**src/rtl/sat_tone_pkg.sv**
```systemverilog
package sat_tone_pkg;

    typedef enum logic [2:0] {
        ST_IDLE,
        ST_LEAD,
        ST_MARK,
        ST_SPACE,
        ST_TRAIL,
        ST_TONE,
        ST_HOLD
    } seq_state_e;

    localparam logic [1:0] BURST_NONE = 2'b00;
    localparam logic [1:0] BURST_TONE = 2'b01;
    localparam logic [1:0] BURST_DATA = 2'b10;

    localparam logic [3:0] PAR_POS    = 4'd8;
    localparam logic [7:0] DATA_BURST = 8'hFF;

    function automatic int max_i(input int a, input int b);
        return (a > b) ? a : b;
    endfunction

endpackage

```
**src/rtl/sat_us_tick.sv**
```systemverilog
module sat_us_tick #(
    parameter int CLK_PER_US = 100
) (
    input  logic clk,
    input  logic rst_n,
    input  logic clr,
    output logic tick
);
    localparam int CW = (CLK_PER_US > 1) ? $clog2(CLK_PER_US) : 1;

    logic [CW-1:0] cnt_q;

    assign tick = (cnt_q == CW'(CLK_PER_US - 1));

    always_ff @(posedge clk) begin
        if (!rst_n) begin
            cnt_q <= '0;
        end else if (clr || tick) begin
            cnt_q <= '0;
        end else begin
            cnt_q <= cnt_q + 1'b1;
        end
    end
endmodule

```
**src/rtl/sat_seg_timer.sv**
```systemverilog
module sat_seg_timer #(
    parameter int UW = 15
) (
    input  logic          clk,
    input  logic          rst_n,
    input  logic          load,
    input  logic [UW-1:0] load_us,
    input  logic          tick,
    output logic          expire
);
    logic [UW-1:0] remain_q;

    assign expire = tick && (remain_q == UW'(1));

    always_ff @(posedge clk) begin
        if (!rst_n) begin
            remain_q <= '0;
        end else if (load) begin
            remain_q <= load_us;
        end else if (tick && (remain_q != '0)) begin
            remain_q <= remain_q - 1'b1;
        end
    end
endmodule

```
**src/rtl/sat_msg_store.sv**
```systemverilog
module sat_msg_store #(
    parameter int MAX_BYTES = 4,
    localparam int IW = (MAX_BYTES > 1) ? $clog2(MAX_BYTES) : 1,
    localparam int CW = $clog2(MAX_BYTES + 1)
) (
    input  logic          clk,
    input  logic          rst_n,
    input  logic          wr_en,
    input  logic [7:0]    wr_data,
    input  logic          clr,
    input  logic [IW-1:0] rd_idx_a,
    output logic [7:0]    rd_data_a,
    input  logic [IW-1:0] rd_idx_b,
    output logic [7:0]    rd_data_b,
    output logic [CW-1:0] count,
    output logic          full
);
    logic [7:0]    mem_q [MAX_BYTES];
    logic [CW-1:0] cnt_q;

    assign count = cnt_q;
    assign full  = (cnt_q == CW'(MAX_BYTES));

    assign rd_data_a = (32'(rd_idx_a) < MAX_BYTES) ? mem_q[rd_idx_a] : 8'h00;
    assign rd_data_b = (32'(rd_idx_b) < MAX_BYTES) ? mem_q[rd_idx_b] : 8'h00;

    always_ff @(posedge clk) begin
        if (!rst_n) begin
            cnt_q <= '0;
            for (int i = 0; i < MAX_BYTES; i++) begin
                mem_q[i] <= 8'h00;
            end
        end else if (clr) begin
            cnt_q <= '0;
        end else if (wr_en && !full) begin
            mem_q[cnt_q[IW-1:0]] <= wr_data;
            cnt_q                <= cnt_q + 1'b1;
        end
    end
endmodule

```
**src/rtl/sat_carrier.sv**
```systemverilog
module sat_carrier #(
    parameter int HALF_CLKS = 2272
) (
    input  logic clk,
    input  logic rst_n,
    output logic carrier
);
    localparam int HW = (HALF_CLKS > 1) ? $clog2(HALF_CLKS) : 1;

    logic [HW-1:0] cnt_q;
    logic          car_q;

    assign carrier = car_q;

    always_ff @(posedge clk) begin
        if (!rst_n) begin
            cnt_q <= '0;
            car_q <= 1'b0;
        end else if (cnt_q == HW'(HALF_CLKS - 1)) begin
            cnt_q <= '0;
            car_q <= ~car_q;
        end else begin
            cnt_q <= cnt_q + 1'b1;
        end
    end
endmodule

```
**src/rtl/sat_tone_encoder.sv**
```systemverilog
module sat_tone_encoder
    import sat_tone_pkg::*;
#(
    parameter int CLK_PER_US  = 100,
    parameter int MAX_BYTES   = 4,
    parameter int SHORT_US    = 500,
    parameter int LONG_US     = 1000,
    parameter int GAP_US      = 16000,
    parameter int TONE_US     = 12500,
    parameter int HOLD_US     = 20000,
    parameter int GEN_CARRIER = 0,
    parameter int CARRIER_HZ  = 22000
) (
    input  logic       clk,
    input  logic       rst_n,
    input  logic       tone_en_i,
    input  logic       ld_valid_i,
    input  logic [7:0] ld_data_i,
    output logic       ld_ready_o,
    input  logic [1:0] burst_sel_i,
    input  logic       start_i,
    output logic       busy_o,
    output logic       done_o,
    output logic       line_o
);
    localparam int MAX_US = max_i(max_i(max_i(SHORT_US, LONG_US), max_i(GAP_US, TONE_US)), HOLD_US);
    localparam int UW     = $clog2(MAX_US + 1);
    localparam int IW     = (MAX_BYTES > 1) ? $clog2(MAX_BYTES) : 1;
    localparam int CW     = $clog2(MAX_BYTES + 1);
    localparam int HALF_RAW  = (CLK_PER_US * 1000000) / (2 * CARRIER_HZ);
    localparam int HALF_CLKS = (HALF_RAW > 0) ? HALF_RAW : 1;

    seq_state_e    state_q, state_d;
    logic [IW-1:0] byte_q, byte_d;
    logic [3:0]    bit_q, bit_d;
    logic          par_q, par_d;
    logic          bb_q, bb_d;
    logic [1:0]    burst_q, burst_d;
    logic          done_q, done_d;

    logic          tick, expire, seg_load;
    logic [UW-1:0] seg_us;
    logic [7:0]    store_a, store_b;
    logic [CW-1:0] msg_cnt;
    logic          msg_full;
    logic [7:0]    cur_byte, nxt_byte;
    logic          cur_bit, nxt_bit;
    logic          seq_gate;
    logic          busy;

    // ---------------- submodules ----------------
    sat_us_tick #(.CLK_PER_US(CLK_PER_US)) u_tick (
        .clk   (clk),
        .rst_n (rst_n),
        .clr   (seg_load),
        .tick  (tick)
    );

    sat_seg_timer #(.UW(UW)) u_timer (
        .clk     (clk),
        .rst_n   (rst_n),
        .load    (seg_load),
        .load_us (seg_us),
        .tick    (tick),
        .expire  (expire)
    );

    sat_msg_store #(.MAX_BYTES(MAX_BYTES)) u_store (
        .clk       (clk),
        .rst_n     (rst_n),
        .wr_en     (ld_valid_i && ld_ready_o),
        .wr_data   (ld_data_i),
        .clr       (done_d),
        .rd_idx_a  (byte_q),
        .rd_data_a (store_a),
        .rd_idx_b  (byte_d),
        .rd_data_b (store_b),
        .count     (msg_cnt),
        .full      (msg_full)
    );

    // ---------------- bit selection ----------------
    assign cur_byte = bb_q ? DATA_BURST : store_a;
    assign nxt_byte = bb_d ? DATA_BURST : store_b;
    assign cur_bit  = (bit_q == PAR_POS) ? par_q : cur_byte[3'd7 - bit_q[2:0]];
    assign nxt_bit  = (bit_d == PAR_POS) ? par_d : nxt_byte[3'd7 - bit_d[2:0]];

    // ---------------- state register ----------------
    always_ff @(posedge clk) begin
        if (!rst_n) begin
            state_q <= ST_IDLE;
            byte_q  <= '0;
            bit_q   <= '0;
            par_q   <= 1'b1;
            bb_q    <= 1'b0;
            burst_q <= BURST_NONE;
            done_q  <= 1'b0;
        end else begin
            state_q <= state_d;
            byte_q  <= byte_d;
            bit_q   <= bit_d;
            par_q   <= par_d;
            bb_q    <= bb_d;
            burst_q <= burst_d;
            done_q  <= done_d;
        end
    end

    // ---------------- next state ----------------
    always_comb begin
        state_d = state_q;
        byte_d  = byte_q;
        bit_d   = bit_q;
        par_d   = par_q;
        bb_d    = bb_q;
        burst_d = burst_q;
        done_d  = 1'b0;
        unique case (state_q)
            ST_IDLE: begin
                if (start_i) begin
                    state_d = ST_LEAD;
                    burst_d = burst_sel_i;
                    byte_d  = '0;
                    bit_d   = '0;
                    par_d   = 1'b1;
                    bb_d    = 1'b0;
                end
            end
            ST_LEAD: begin
                if (expire) begin
                    state_d = (msg_cnt != '0) ? ST_MARK : ST_TRAIL;
                end
            end
            ST_MARK: begin
                if (expire) begin
                    state_d = ST_SPACE;
                end
            end
            ST_SPACE: begin
                if (expire) begin
                    if (bit_q == PAR_POS) begin
                        bit_d = '0;
                        par_d = 1'b1;
                        if (bb_q) begin
                            state_d = ST_HOLD;
                        end else if ((CW'(byte_q) + CW'(1)) == msg_cnt) begin
                            state_d = ST_TRAIL;
                        end else begin
                            byte_d  = byte_q + 1'b1;
                            state_d = ST_MARK;
                        end
                    end else begin
                        bit_d   = bit_q + 1'b1;
                        par_d   = par_q ^ cur_bit;
                        state_d = ST_MARK;
                    end
                end
            end
            ST_TRAIL: begin
                if (expire) begin
                    if (burst_q == BURST_TONE) begin
                        state_d = ST_TONE;
                    end else if (burst_q == BURST_DATA) begin
                        state_d = ST_MARK;
                        bb_d    = 1'b1;
                        bit_d   = '0;
                        par_d   = 1'b1;
                    end else begin
                        state_d = ST_IDLE;
                        done_d  = 1'b1;
                    end
                end
            end
            ST_TONE: begin
                if (expire) begin
                    state_d = ST_HOLD;
                end
            end
            ST_HOLD: begin
                if (expire) begin
                    state_d = ST_IDLE;
                    done_d  = 1'b1;
                end
            end
            default: state_d = ST_IDLE;
        endcase
    end

    // ---------------- segment length ----------------
    assign seg_load = (state_d != state_q);

    always_comb begin
        unique case (state_d)
            ST_LEAD, ST_TRAIL: seg_us = UW'(GAP_US);
            ST_MARK:           seg_us = nxt_bit ? UW'(SHORT_US) : UW'(LONG_US);
            ST_SPACE:          seg_us = cur_bit ? UW'(LONG_US) : UW'(SHORT_US);
            ST_TONE:           seg_us = UW'(TONE_US);
            ST_HOLD:           seg_us = UW'(HOLD_US);
            default:           seg_us = '0;
        endcase
    end

    // ---------------- outputs ----------------
    always_comb begin
        busy       = (state_q != ST_IDLE);
        ld_ready_o = !busy && !msg_full;
        seq_gate   = busy ? ((state_q == ST_MARK) || (state_q == ST_TONE)) : tone_en_i;
    end

    assign busy_o = busy;
    assign done_o = done_q;

    generate
        if (GEN_CARRIER != 0) begin : g_carrier
            logic carrier;
            sat_carrier #(.HALF_CLKS(HALF_CLKS)) u_carrier (
                .clk     (clk),
                .rst_n   (rst_n),
                .carrier (carrier)
            );
            assign line_o = seq_gate & carrier;
        end else begin : g_raw
            assign line_o = seq_gate;
        end
    endgenerate
endmodule

```
**config.mk**
```make
export PLATFORM = sky130hd
export DESIGN_NAME = sat_tone_encoder
export DESIGN_NICKNAME = d
export VERILOG_FILES = /design/src/rtl/sat_tone_pkg.sv /design/src/rtl/sat_us_tick.sv /design/src/rtl/sat_seg_timer.sv /design/src/rtl/sat_msg_store.sv /design/src/rtl/sat_carrier.sv /design/src/rtl/sat_tone_encoder.sv
export SDC_FILE = /design/constraint.sdc
export NUM_CORES = 1
export LEC_CHECK = 0
export ABC_CLOCK_PERIOD_IN_PS = 3700
export BUFFER_PORTS_ARGS = -buffer_cell sky130_fd_sc_hd__buf_2
export CORE_UTILIZATION = 46
export DETAILED_ROUTE_END_ITERATION = 16
export PLACE_DENSITY = 0.73
export SLEW_MARGIN = 25
export SYNTH_ARGS = -nofsm -noshare
export SYNTH_HDL_FRONTEND = slang
export SYNTH_SLANG_ARGS = --single-unit
```
**constraint.sdc**
```tcl
create_clock -name clk -period 3.7 [get_ports clk]
set_input_delay 0.185 -clock clk [delete_from_list [all_inputs] [get_ports clk]]
set_output_delay 0.185 -clock clk [all_outputs]
set_load 0.03 [all_outputs]
```
* Word level (Yosys, flattened, before mapping)
Memory sizes are Yosys's and may differ from the RTL's. A register that Yosys moved wholly into a read port is not among the register bits.
Index checks and enable logic that the tools add are counted.
** Cells by class
- Add/sub/neg operators :: 8
- $mul :: 0
- Div/mod/pow operators :: 0
- Order comparisons :: 2
- Equality and inequality tests :: 21
- Shift operators :: 0
- Multiplexer cells :: 67
- Bitwise gates (word level) :: 2
- Reduce and logical (&&, ||, !) cells :: 19
** Operator list (number)
- $pmux 15 s5 :: 1
- $mux 3 :: 12
- $mux 15 :: 2
- $mux 1 :: 25
- $mux 4 :: 6
- $mux 8 :: 3
- $eq 3x3->1 const B :: 7
- $pmux 3 s7 :: 1
- $mux 10 :: 2
- $mux 2 :: 8
- $eq 15x1->1 const B :: 1
- $reduce_bool 15->1 :: 1
- $sub 15x1->15 const B :: 1
- $eq 3x2->1 const B :: 4
- $pmux 4 s3 :: 1
- $eq 4x4->1 const B :: 2
- $lt 3x4->1 const B :: 2
- $reduce_or 8->1 :: 1
- $add 7x1->7 const B :: 1
- $eq 7x7->1 const B :: 1
- $bmux 1 s3 :: 2
- $eq 3x1->1 const B :: 2
- $reduce_bool 3->1 :: 2
- $reduce_or 2->1 :: 3
- 20 further kinds :: 28
** Storage, ports and cells
- Register bits after elaboration :: 39
- Bits in latches :: 0
- Memory bits (writable) :: 32
- ROM bits :: 0
- Input bits :: 15
- Output and inout port bits :: 4
- Word-level logic and storage cells :: 130
- Memories :: 1
** Memories
- u_store.mem_q :: depth 4, width 8, read ports 2, clocked after memory_dff 1, wr ports 4, line sat_msg_store.sv:18 : logic [7:0] mem_q [MAX_BYTES];

* Longest topological paths before layout
An unclocked memory read counts as a cell.
- Word-level depth :: 15
- Depth in mapped cells :: 14
- Mapped depth without buffers :: 12

* By module
Synthesis repeated with hierarchy kept, for this count alone.
** Second synthesis, totals
- Cell total of the unflattened synthesis :: 431
- Area total of the unflattened synthesis :: 4429.2 sq um
** By module, submodules not included
- sat_msg_store :: instances 1, cells an instance 114, area each 1820.5 sq um, sequential area each 1021.0 sq um
- sat_tone_encoder :: instances 1, cells an instance 166, area each 1326.3 sq um, sequential area each 280.3 sq um
- sat_seg_timer :: instances 1, cells an instance 117, area each 965.9 sq um, sequential area each 300.3 sq um
- sat_us_tick :: instances 1, cells an instance 34, area each 316.6 sq um, sequential area each 140.1 sq um

* Least setup slack after synthesis
Ideal clock, no wire load.
- Path kind :: flip-flop to flip-flop
- From :: register u_timer.remain_q[4]
- To :: register u_timer.remain_q[2]
- Library setup time :: 0.127 ns
- Arrival :: 2.995 ns
- Required time :: 3.573 ns
- Path slack :: 0.579 ns
- Cell stages (with the launch flop) :: 12
- Buffers on the path :: 1
- Clock period less this slack :: 3.121 ns
- Path through :: dfxtp_1 or4_1 buf_2 nor3_4 nand4_4 mux2i_2 mux2i_1 mux2i_1 a2111oi_2 a21oi_1 a31oi_1 o21ai_0
** Between the ends
- Longest elaborated chain between the ends :: 12
- Elaborated cells between the ends (all ways) :: 40
- Classes of those cells :: 1 x add/sub; 9 x eq/ne; 24 x mux; 5 x reduce/logical; 1 x memory
** Ends and longest elaborated chain
- from (decl) :: line sat_seg_timer.sv:11 : logic [UW-1:0] remain_q;
- from (signal assigned) :: line sat_seg_timer.sv:19 : remain_q <= load_us;
- from (signal assigned) :: line sat_seg_timer.sv:21 : remain_q <= remain_q - 1'b1;
- $eq 15x1->1 :: line sat_seg_timer.sv:13 : assign expire = tick && (remain_q == UW'(1));
- $logic_and 1x1->1 :: line sat_seg_timer.sv:13
- $mux 2 :: line sat_tone_encoder.sv:140 : if (expire) begin
- $pmux 2 s2 :: line sat_tone_encoder.sv:118 : unique case (state_q)
- $mem_v2 4x8
- $mux 8 :: line sat_tone_encoder.sv:84 : assign nxt_byte = bb_d ? DATA_BURST : store_b;
- $bmux 1 s3 :: line sat_tone_encoder.sv:86 : assign nxt_bit = (bit_d == PAR_POS) ? par_d : nxt_byte[3'd7 - bit_d[2:0]];
- $mux 1 (implied by the code) :: line sat_tone_encoder.sv:86
- $mux 1 :: line sat_tone_encoder.sv:86
- $mux 10 :: line sat_tone_encoder.sv:195 : ST_MARK: seg_us = nxt_bit ? UW'(SHORT_US) : UW'(LONG_US);
- $pmux 15 s5 :: line sat_tone_encoder.sv:193 : unique case (state_d)
- $mux 15 :: line sat_seg_timer.sv:18 : end else if (load) begin
Parallel ways exist; a longest one is shown, timed or not. The select of a mux whose other input is x is not followed.
A chain may end at the register's enable or synchronous reset.

* Worst setup path in the final report
- From :: register u_tick.cnt_q[4]
- To :: register u_timer.remain_q[2]
** Between the ends
- Longest elaborated chain between the ends :: 12
- Elaborated cells between the ends (all ways) :: 39
- Classes of those cells :: 1 x add/sub; 9 x eq/ne; 24 x mux; 4 x reduce/logical; 1 x memory
** Ends and longest elaborated chain
- from (decl) :: line sat_us_tick.sv:11 : logic [CW-1:0] cnt_q;
- from (signal assigned) :: line sat_us_tick.sv:21 : cnt_q <= cnt_q + 1'b1;
- $eq 7x7->1 * :: line sat_us_tick.sv:13 : assign tick = (cnt_q == CW'(CLK_PER_US - 1));
- $logic_and 1x1->1 :: line sat_seg_timer.sv:13
- $mux 2 :: line sat_tone_encoder.sv:140
- $pmux 2 s2 :: line sat_tone_encoder.sv:118
- $mem_v2 4x8
- $mux 8 :: line sat_tone_encoder.sv:84
- $bmux 1 s3 :: line sat_tone_encoder.sv:86
- $mux 1 (implied by the code) :: line sat_tone_encoder.sv:86
- $mux 1 :: line sat_tone_encoder.sv:86
- $mux 10 :: line sat_tone_encoder.sv:195
- $pmux 15 s5 :: line sat_tone_encoder.sv:193
- $mux 15 :: line sat_seg_timer.sv:18
Every way passes the cells marked *; elsewhere a longest branch is shown, timed or not. The select of a mux whose other input is x is not followed.

==> flow_summary.ini <==
[setup_path]
r2r_setup_slack_ns = 0.28
crit_chain = or4b_1 -> nor4bb_1 -> buf_4 -> nand4_4 -> mux2i_4 -> mux2i_1 -> mux2i_1 -> a2111oi_4 -> a21oi_1 -> a31oi_1 -> o21ai_0
critPathLaunchType = flip-flop
cp.required_ns = 3.93
timing.rr.end = u_timer.remain_q[2]
crit_slowest_cell = or4b_1
crit_type = flip-flop to flip-flop
max_stage_delay_ns = 0.54
ff2ff_path_depth = 11
r2r_start = u_tick.cnt_q[4]
critical_path.max_fanout = 10
crit_top_cell = mux2i_1
end_kind = flip-flop
worstPathArrival_ns = 3.65

[min_path]
min_to = burst_q[0]
hold_class = input port to flip-flop
hold_depth = 3
hold_start = burst_sel_i[0]

[global_routing]
grt_pass1_wl_um = 17300
grt_usage_pct = 22.4
grt_overflow = 0
antenna_found_initial = 0
grt_pass1_vias = 3572
grt_max_degree = 20

[clock_tree]
root_buffer = clkbuf_8
cts.sinks = 71
cts_tree = built
htree_num_levels = 3
cts-hold-fix-buffers = 0
insertion_delay_ns = 0.35
path_clk_slew_ns = 0.08
clockBufferDepth = 2
cts_made_buffers = 9

[layout]
multi_input_area_um2 = 2520
layout.nets = 526
antenna_cells = 0
layoutNonFillerInstCount = 633
area_delta_synth_final_pct = 12.5
regArea_um2 = 1740
drive_gt1_share_pct = 15.9
fill_cells = 849

[outcome]
status = complete, no violations

[power_and_ir_drop]
power_per_cell_area_nw_per_um2 = 347
leakagePower_uw = 0.00193
vdd_ir_drop_max_mv = 0.239
total_power_uw = 1710

[synth]
syn_area_um2 = 4380
synthCells = 470
synth_edf_count = 32
synth-seq-cells = 71
synth_common_cells = 49 x nor2_1, 42 x and2_1, 39 x dfxtp_1, 39 x nand2_1, 32 x edfxtp_1
ys_async_sr_fraction_pct = 0
yosysTopAreaCell = edfxtp_1
ys_warn_count = 0
synth.most_common_cell = nor2_1
synthFlopType = dfxtp_1
synth.avg_cell_area_um2 = 9.31
yosysUniqueCellTypes = 69
ys_top_cells_by_area = edfxtp_1 22%, dfxtp_1 18%, and2_1 6.0%
synth_nets = 497
synth.top_cell.area_share_pct = 22.0
ys_seq_area_share_pct = 39.8

[timing]
rsz0062_at_grt = no
min_period_ns = 3.42
setup_violations = 0
period_share_pct = 92.4
max_freq_mhz = 292
hold_viol = 0
drv_slew = 0
tightest_slew_ns = 0.919
fin_setup_tns_ns = 0
maxSlewHeadroom_pct = 38.4
clock_skew_ns = 0.00644

[routing]
drt_wl_total_um = 10600
ant_nets = 0
detail_route.vias_per_cell = 5.78
firstDrtPassIters = 5
vias = 3658
post_drt_wl_per_cell_um = 16.7
drc = 0
drt-initial-drc-count = 165

[placement]
routabilityCongestion = 0.963
hpwl_um = 7670
io_buffers = 18
place_inst = 614

[floorplan]
chipWidth_um = 99.5
die_area_um2 = 9910
die_y_um = 99.5
core_um2 = 9240
start_util_pct = 47.4
num_rows = 35
io_pins = 19

[run]
max_cap_violations = 0
==> registers in the layout, indices dropped and copies added (netlist names) <==
register	flops
u_store.mem_q	32
u_timer.remain_q	15
u_tick.cnt_q	7
bit_q	4
state_q	3
u_store.count	3
burst_q	2
byte_q	2
bb_q	1
done_o	1
par_q	1
==> timing repair <==
action,4_1_cts,5_1_grt
setup buffers,0,2
hold endpoints to repair,0,0
endpoints found under the setup margin,0,3
gates resized for setup,0,2
==> placed cells by master (no fill, tap or decap), drive strengths merged, types with 11 or more instances in the layout <==
cell     n
mux2i   17
clkbuf  11
edfxtp  32
nand2   39
dfxtp   39
nand3   17
nor2    49
o21ai   16
a21oi   24
and2    43
a31oi   12
buf     38
ha      12
nand2b  15
inv     15
==> worst max-delay path: cells and delay by family, from the launching register on <==
kind | cells | cell delay (ns)
flip-flops | 1 | 0.34
AND/OR/NAND/NOR | 3 | 1.05
buffers and inverters | 1 | 0.21
AO/OA/AOI/OAI | 4 | 0.94
multiplexers | 3 | 0.75
==> cells by family (layout without fill, tap and decap cells) <==
kind of cell	after synthesis	count (layout)	share of synthesized area, %
flip-flops	71	71	39.8
multiplexers	30	31	9.78
AO/OA/AOI/OAI	95	95	14.7
buffers and inverters	36	69	3.35
XOR/XNOR	20	20	4.00
adder cells (fa/ha/maj)	12	12	3.43
AND/OR/NAND/NOR	206	206	25.0
==> where the power goes <==
part           internal [µW]  leakage, µW  switching [µW]  total [µW]
Clock                    307     0.000105             321         628
Sequential               855     0.000649            31.4         886
Combinational           76.5      0.00117             117         193
==> through the flow <==
step	instance area [µm²]	util, %	hold slack, ns	worst slack, ns
2_1_floorplan	4380	-	0.321	0.579
3_3_place_gp	4670	50.6	0.430	0.362
3_5_place_dp	4670	50.6	0.437	0.270
4_1_cts	4870	52.7	0.0745	0.172
5_1_grt	4920	53.3	0.0696	0.0614
6_report	4920	53.3	0.0750	0.280
==> layer usage <==
layer / share of wire, % / vias to the layer above / track usage [%]
li1: - / 1771 / -
met1: 44 / 1748 / 27.9
met2: 48 / 124 / 37.7
met3: 6.2 / 15 / 5.97
met4: 1.4 / 0 / 7.13
met5: 0 / - / 0
==> how the worst max path moves through the flow <==
stage / start / to / depth (start not counted)
floorplan: u_timer.remain_q[4] / u_timer.remain_q[2] / 11
global placement: u_tick.cnt_q[4] / u_timer.remain_q[4] / 11
detailed placement: u_tick.cnt_q[4] / u_timer.remain_q[2] / 11
CTS: u_tick.cnt_q[4] / u_timer.remain_q[2] / 11
global route: u_tick.cnt_q[4] / u_timer.remain_q[4] / 12
finish: u_tick.cnt_q[4] / u_timer.remain_q[2] / 11
==> layout make-up <==
cell class / instances / share of cell area (%)
Clock buffer: 11 / 3.30
Inverter: 15 / 1.14
Multi-Input combinational cell: 364 / 51.2
Tap cell: 129 / 3.28
Sequential cell: 71 / 35.4
Timing Repair Buffer: 38 / 4.88
Clock inverter: 5 / 0.763
Note: power is estimated with default switching activity, not from simulation.
